`src/rtl/chan_pkg.sv`:
```
package chan_pkg;
    localparam int BYTE_W    = 8;
    localparam int TOK_W     = BYTE_W + 1;
    localparam int WORD_TOKS = 4;
    localparam int WORD_W    = BYTE_W * WORD_TOKS;

    typedef logic [TOK_W-1:0] token_t;

    typedef enum logic [1:0] {
        OP_OUT_WORD = 2'd0,
        OP_OUT_TOK  = 2'd1,
        OP_IN_WORD  = 2'd2,
        OP_IN_TOK   = 2'd3
    } chan_op_e;
endpackage

```
`src/rtl/token_fifo.sv`:
```
module token_fifo
    import chan_pkg::*;
#(
    parameter int DEPTH = 8,
    parameter int PORTS = 4,
    localparam int PW = $clog2(DEPTH),
    localparam int CW = $clog2(DEPTH + 1),
    localparam int NW = $clog2(PORTS + 1)
) (
    input  logic                 clk,
    input  logic                 rst_n,
    input  logic [NW-1:0]        wr_n,
    input  token_t [PORTS-1:0]   wr_tok,
    input  logic [NW-1:0]        rd_n,
    output logic [CW-1:0]        count,
    output token_t [PORTS-1:0]   peek
);
    // DEPTH must be a power of two so the pointers wrap naturally.
    typedef struct packed {
        token_t [DEPTH-1:0] mem;
        logic [PW-1:0]      wp;
        logic [PW-1:0]      rp;
        logic [CW-1:0]      cnt;
    } fifo_st_t;

    fifo_st_t st_d, st_q;

    always_comb begin
        st_d = st_q;
        for (int i = 0; i < PORTS; i++) begin
            if (NW'(i) < wr_n) begin
                st_d.mem[PW'(st_q.wp + PW'(i))] = wr_tok[i];
            end
        end
        st_d.wp  = PW'(st_q.wp + PW'(wr_n));
        st_d.rp  = PW'(st_q.rp + PW'(rd_n));
        st_d.cnt = CW'(st_q.cnt + CW'(wr_n) - CW'(rd_n));
    end

    always_ff @(posedge clk) begin
        if (!rst_n) st_q <= '0;
        else        st_q <= st_d;
    end

    assign count = st_q.cnt;

    for (genvar g = 0; g < PORTS; g++) begin : g_peek
        assign peek[g] = st_q.mem[PW'(st_q.rp + PW'(g))];
    end

    p_no_overflow_r8: assert property (@(posedge clk) disable iff (!rst_n)
        CW'(st_q.cnt + CW'(wr_n)) - CW'(rd_n) <= CW'(DEPTH));
    p_no_underflow_r5: assert property (@(posedge clk) disable iff (!rst_n)
        CW'(rd_n) <= st_q.cnt);
endmodule

```
`src/rtl/chan_req_ctrl.sv`:
```
module chan_req_ctrl
    import chan_pkg::*;
#(
    parameter int DEPTH = 8,
    localparam int CW = $clog2(DEPTH + 1),
    localparam int NW = $clog2(WORD_TOKS + 1)
) (
    input  logic                   req_valid,
    input  chan_op_e               req_op,
    input  logic [WORD_W-1:0]      req_wdata,
    input  logic                   req_ctrl,
    input  logic [CW-1:0]          ob_cnt,
    input  logic [CW-1:0]          ib_cnt,
    input  token_t [WORD_TOKS-1:0] ib_peek,
    output logic [NW-1:0]          ob_wr_n,
    output token_t [WORD_TOKS-1:0] ob_wr_tok,
    output logic [NW-1:0]          ib_rd_n,
    output logic                   stall,
    output logic                   proto_err,
    output logic [WORD_W-1:0]      rsp_data,
    output logic                   rsp_ctrl
);
    logic [CW-1:0] ob_free;
    logic          ctrl_hit;
    logic          serve;

    always_comb begin
        ob_free   = CW'(DEPTH) - ob_cnt;
        ctrl_hit  = 1'b0;
        for (int i = 0; i < WORD_TOKS; i++) ctrl_hit = ctrl_hit | ib_peek[i][TOK_W-1];
        serve     = 1'b0;
        proto_err = 1'b0;
        ob_wr_n   = '0;
        ob_wr_tok = '0;
        ib_rd_n   = '0;
        rsp_data  = '0;
        rsp_ctrl  = 1'b0;
        unique case (req_op)
            OP_OUT_WORD: begin
                serve = ob_free >= CW'(WORD_TOKS);
                for (int i = 0; i < WORD_TOKS; i++)
                    ob_wr_tok[i] = {1'b0, req_wdata[(WORD_TOKS-1-i)*BYTE_W +: BYTE_W]};
                if (req_valid && serve) ob_wr_n = NW'(WORD_TOKS);
            end
            OP_OUT_TOK: begin
                serve        = ob_free != '0;
                ob_wr_tok[0] = {req_ctrl, req_wdata[BYTE_W-1:0]};
                if (req_valid && serve) ob_wr_n = NW'(1);
            end
            OP_IN_WORD: begin
                for (int i = 0; i < WORD_TOKS; i++)
                    rsp_data[(WORD_TOKS-1-i)*BYTE_W +: BYTE_W] = ib_peek[i][BYTE_W-1:0];
                if (ib_cnt >= CW'(WORD_TOKS)) begin
                    proto_err = req_valid && ctrl_hit;
                    serve     = !ctrl_hit;
                end
                if (req_valid && serve) ib_rd_n = NW'(WORD_TOKS);
            end
            default: begin
                serve                  = ib_cnt != '0;
                rsp_data[BYTE_W-1:0]   = ib_peek[0][BYTE_W-1:0];
                rsp_ctrl               = ib_peek[0][TOK_W-1];
                if (req_valid && serve) ib_rd_n = NW'(1);
            end
        endcase
        stall = req_valid && !serve && !proto_err;
    end
endmodule

```
`src/rtl/chan_end.sv`:
```
module chan_end
    import chan_pkg::*;
#(
    parameter int DEPTH = 8
) (
    input  logic        clk,
    input  logic        rst_n,
    input  logic        req_valid,
    input  logic [1:0]  req_op,
    input  logic [31:0] req_wdata,
    input  logic        req_ctrl,
    output logic        stall,
    output logic        proto_err,
    output logic [31:0] rsp_data,
    output logic        rsp_ctrl,
    output logic        tx_valid,
    output logic [8:0]  tx_token,
    input  logic        tx_ready,
    input  logic        rx_valid,
    input  logic [8:0]  rx_token,
    output logic        rx_ready
);
    localparam int CW = $clog2(DEPTH + 1);
    localparam int NW = $clog2(WORD_TOKS + 1);

    logic [CW-1:0]          ob_cnt, ib_cnt;
    logic [NW-1:0]          ob_wr_n, ob_rd_n, ib_wr_n, ib_rd_n;
    token_t [WORD_TOKS-1:0] ob_wr_tok, ob_peek, ib_wr_tok, ib_peek;

    chan_req_ctrl #(.DEPTH(DEPTH)) u_ctrl (
        .req_valid (req_valid),
        .req_op    (chan_op_e'(req_op)),
        .req_wdata (req_wdata),
        .req_ctrl  (req_ctrl),
        .ob_cnt    (ob_cnt),
        .ib_cnt    (ib_cnt),
        .ib_peek   (ib_peek),
        .ob_wr_n   (ob_wr_n),
        .ob_wr_tok (ob_wr_tok),
        .ib_rd_n   (ib_rd_n),
        .stall     (stall),
        .proto_err (proto_err),
        .rsp_data  (rsp_data),
        .rsp_ctrl  (rsp_ctrl)
    );

    token_fifo #(.DEPTH(DEPTH), .PORTS(WORD_TOKS)) u_ob (
        .clk (clk), .rst_n (rst_n),
        .wr_n (ob_wr_n), .wr_tok (ob_wr_tok),
        .rd_n (ob_rd_n), .count (ob_cnt), .peek (ob_peek)
    );

    token_fifo #(.DEPTH(DEPTH), .PORTS(WORD_TOKS)) u_ib (
        .clk (clk), .rst_n (rst_n),
        .wr_n (ib_wr_n), .wr_tok (ib_wr_tok),
        .rd_n (ib_rd_n), .count (ib_cnt), .peek (ib_peek)
    );

    // Link side: one token per cycle in each direction.
    always_comb begin
        tx_valid  = ob_cnt != '0;
        tx_token  = ob_peek[0];
        ob_rd_n   = NW'(tx_valid && tx_ready);
        rx_ready  = ib_cnt < CW'(DEPTH);
        ib_wr_tok = '0;
        ib_wr_tok[0] = rx_token;
        ib_wr_n   = NW'(rx_valid && rx_ready);
    end

    p_tx_hold_r10: assert property (@(posedge clk) disable iff (!rst_n)
        tx_valid && !tx_ready |=> tx_valid && $stable(tx_token));
    p_stall_noadd_r4: assert property (@(posedge clk) disable iff (!rst_n)
        stall && !req_op[1] |=> ob_cnt <= $past(ob_cnt));
    p_err_keep_r7: assert property (@(posedge clk) disable iff (!rst_n)
        proto_err |=> ib_cnt >= $past(ib_cnt));
    p_full_block_r8: assert property (@(posedge clk) disable iff (!rst_n)
        ib_cnt == CW'(DEPTH) |-> !rx_ready);
endmodule

```
`config.mk`:
```
export PLATFORM = sky130hd
export DESIGN_NAME = chan_end
export DESIGN_NICKNAME = d
export VERILOG_FILES = /design/src/rtl/chan_pkg.sv /design/src/rtl/token_fifo.sv /design/src/rtl/chan_req_ctrl.sv /design/src/rtl/chan_end.sv
export SDC_FILE = /design/constraint.sdc
export NUM_CORES = 1
export LEC_CHECK = 0
export ABC_AREA = 0
export CAP_MARGIN = 30
export CORE_MARGIN = 1
export CORE_UTILIZATION = 35
export CTS_BUF_LIST = sky130_fd_sc_hd__clkbuf_2 sky130_fd_sc_hd__clkbuf_4 sky130_fd_sc_hd__clkbuf_8
export CTS_CLUSTER_SIZE = 28
export DETAILED_ROUTE_END_ITERATION = 8
export DONT_BUFFER_PORTS = 1
export PLACE_DENSITY = 0.52
export SETUP_SLACK_MARGIN = 0.02
export SLEW_MARGIN = 20
export SYNTH_ARGS = -nofsm -noshare
export SYNTH_HDL_FRONTEND = slang
export SYNTH_SLANG_ARGS = --single-unit
export TNS_END_PERCENT = 50
```
`constraint.sdc`:
```
create_clock -name clk -period 9.8 [get_ports clk]
set_clock_uncertainty 0.2 [all_clocks]
set_input_delay 0.49 -clock clk [delete_from_list [all_inputs] [get_ports clk]]
set_output_delay 0.49 -clock clk [all_outputs]
set_load 0.01 [all_outputs]
```
==> key figures <==
Status
  • Outcome: complete, but fails checks
  • Failing checks: DRC

Routing
  • Drt total wl: 42140 um
  • TritonRoute pass-1 iters: 9
  • DRT iter0 DRCs: 1266
  • DRC viols: 2
  • Routed wire per std cell: 25.22 um
  • Antenna-violating nets left: 0
  • Via Count: around 10k
  • Via-to-Cell Ratio: 6.174

Global route
  • Largest net degree at the start of global routing: 90
  • Total gr overflow: 0
  • Antenna violations before repair: 0
  • Global-route wire length before repair: about 64000 um
  • Tot GR Track Use: 25.25%
  • Vias in the first global route: around 10k

Yosys
  • Async SR Flop Fraction: 0%
  • Synthesized area: 11600 um^2
  • Post-Syn Instances: 1264
  • Syn_nets: 1337
  • Syn. warnings: 0
  • Main synth FF type: dfxtp_1
  • Post-synth EDFFs: 0
  • #FFs+latches synth: 164
  • Mapped Avg Cell Area: about 9.2 um^2
  • Share of the yosys chip area belonging to registers: 28.31%
  • Yosys cell types: between 70 and 80

Placement
  • Port bufs: 0
  • Placed Instance Area: 11950 um^2
  • Final GP Congestion: 1.007
  • DP HPWL: between 20000 and 30000 um

Critical path
  • Maximum single-stage delay on the critical path: 0.74 ns
  • Crit end category: output port
  • CP Class: register to output port
  • Cells along the critical path: buf_4 > inv_2 > ha_1 > buf_16 > nor2_1 > or3_1 > a21bo_2 > a31oi_1 > nor3_1 > nor2_1
  • Crit path top cell by count: nor2_1
  • CP max stage cell: ha_1
  • Startpoint types: register
  • WP buf/inv: 3
  • Arrival time worst endpoint: 4.17 ns
  • Worst Path Required: just over 9 ns
  • Largest delay contributor family on the critical path: buffers and inverters
  • Largest fanout on the critical path: between 40 and 50

Power
  • Worst-case vdd ir drop: 0.00008755 V
  • Switching pwr: 0.7183 mW
  • Flop pwr share: 39.8%
  • Combinational fraction of design power: 31.9%
  • Int Power: 1.203 mW
  • Overall power: 1.921 mW
  • Sw Ratio: 37.38%
  • Clock share of power: approximately 28%
  • Cell leakage power: 4.628 nW
  • P per Cell Area: 153.1 nW/um^2

Final layout
  • Area Overhead vs Synth: 8.211%
  • Layout Nets: between 1k and 1.5k
  • Fillers: 3342
  • Layout cells sized above 1: about 16%
  • Most common cell after layout, fill and taps aside: mux2i_1
  • Most frequent cells in the layout: mux2i_1 (171), dfxtp_1 (162), nor2_1 (156)
  • Antenna diodes: 0
  • Final core utilization: 38.57%
  • Final Instance Area: 12550 um^2

Floorplanning
  • Die area: 33860 um^2
  • Chip Height: 184.0 um
  • Ports: 95
  • Die Wd: 184.0 um
  • Row count: 66
  • Initial Utilization: 35.64%
  • Core Footprint: 32540 um^2

Clocking
  • Clock transition at path regs: about 0.10 ns
  • Post_cts resized: 0
  • CTS Sinks: 164
  • Clk buf depth: 2
  • TritonCTS Buffers: 17
  • Htree depth: 4
  • Root Buffer: clkbuf_8
  • Skew-Pair Late Insertion Delay: 0.50 ns
  • CTS tree: built
  • Hold-fix buffers at CTS: 13
  • Post-CTS setup buffers: 0

STA
  • Setup violations, final: 0
  • RSZ-0062 raised after global routing: no
  • Minimum clock period: 4.864 ns
  • Max Slew Vio Count: 0
  • Final Hold Viols: 0
  • Worst-margin pin slew: 1.054 ns
  • Period utilization: roughly half
  • F_max: 205.6 MHz
  • WHS: 0.01425 ns
  • Worst slew margin: 28.97%
  • Setup TNS: 0 ns

Hold path
  • Hold Crit Class: input pin to register

Job
  • Max-Cap Viols: 0
==> area by class of cell <==
class	instances	area, um^2	area share (%)
clock buffer	18	247.7	1.974
timing repair buffer	39	392.9	3.131
inverter	21	78.83	0.6282
multi-input combinational	974	7828	62.38
clock inverter	13	162.7	1.296
sequential	164	3286	26.18
tap	442	553.0	4.407
==> power groups by stage <==
stage	combinational (mW)	sequential [mW]	clock (mW)
after floorplan	0.471	0.750	0
after global placement	0.577	0.784	0
after detailed placement	0.588	0.786	0
after CTS	0.602	0.770	0.549
after global routing	0.664	0.774	0.581
final	0.612	0.765	0.545
==> worst register-to-register path, stage by stage (launching register included) <==
cell and delay (ns):
dfxtp_2 0.32, buf_4 0.56, inv_2 0.57, ha_1 0.75
buf_16 0.22, mux2i_1 0.23, xnor2_1 0.14, mux4_2 0.32
nor3_1 0.35, nand3_1 0.14, ha_1 0.29, ha_1 0.30
a21oi_1 0.17, xnor2_1 0.14, nor2_1 0.05
==> cell usage after synthesis, types with 6 or more instances <==
cell type  count  area share (%)
a21oi_1       64             2.8
a221oi_1       8            0.60
a22o_1        11            0.83
a31oi_1       11            0.59
a32o_1         9            0.78
a32oi_1       11            0.83
and2_1        24             1.3
buf_1         15            0.49
buf_2         19            0.82
clkbuf_1      64             2.1
dfxtp_1      164              28
ha_1          22             2.4
inv_1         18            0.58
mux2_2        31             3.0
mux2i_1      171              15
mux4_2        73              14
nand2_1      118             3.8
nand3_1       15            0.65
nor2_1       158             5.1
nor2b_1        9            0.49
nor3_1        13            0.56
nor3b_1        8            0.52
o21ai_0       44             1.9
o221ai_1      13            0.98
o22ai_1       58             3.1
o2bb2ai_1      6            0.45
xnor2_1       11            0.83
xor2_1         7            0.53
==> stage by stage <==
| step | instances | setup slack (ns) |
|---|---|---|
| finish | 1671 | 4.936 |
| global route | 1671 | 4.598 |
| CTS | 1668 | 4.843 |
| detailed placement | 1624 | 4.869 |
| global placement | 1619 | 4.650 |
| floorplan | 1264 | 5.736 |
==> routing by layer <==
| layer | up-vias | part of all wire, % | track usage, % |
|---|---|---|---|
| met3 | 110 | 10 | 6.181 |
| li1 | 4619 | - | - |
| met4 | 0 | 3.3 | 10.30 |
| met5 | - | 0 | 0 |
| met2 | 625 | 45 | 39.38 |
| met1 | 4963 | 41 | 33.27 |
==> cells by family after synthesis <==
logic type,count (synthesis),synth area share (%)
AO/OA/AOI/OAI,269,15.24
XOR/XNOR,18,1.360
adder cells (fa/ha/maj),24,2.719
buffers and inverters,126,4.618
flip-flops,164,28.31
multiplexers,279,32.47
AND/OR/NAND/NOR,384,15.29
==> path summary, 6_finish.rpt <==
| path | from | slack, ns | cells past startpoint | to |
|---|---|---|---|---|
| setup / recovery | u_ib.st_q[4] | 4.94 | 10 | proto_err |
| hold / removal | rst_n | 0.01 | 2 | u_ob.st_q[49] |
| setup reg to reg | u_ib.st_q[4] | 4.94 | 14 | u_ib.count[3] |
| hold reg to reg | u_ob.st_q[72] | 0.30 | 2 | u_ob.st_q[72] |
(Power assumes the default switching activity.)
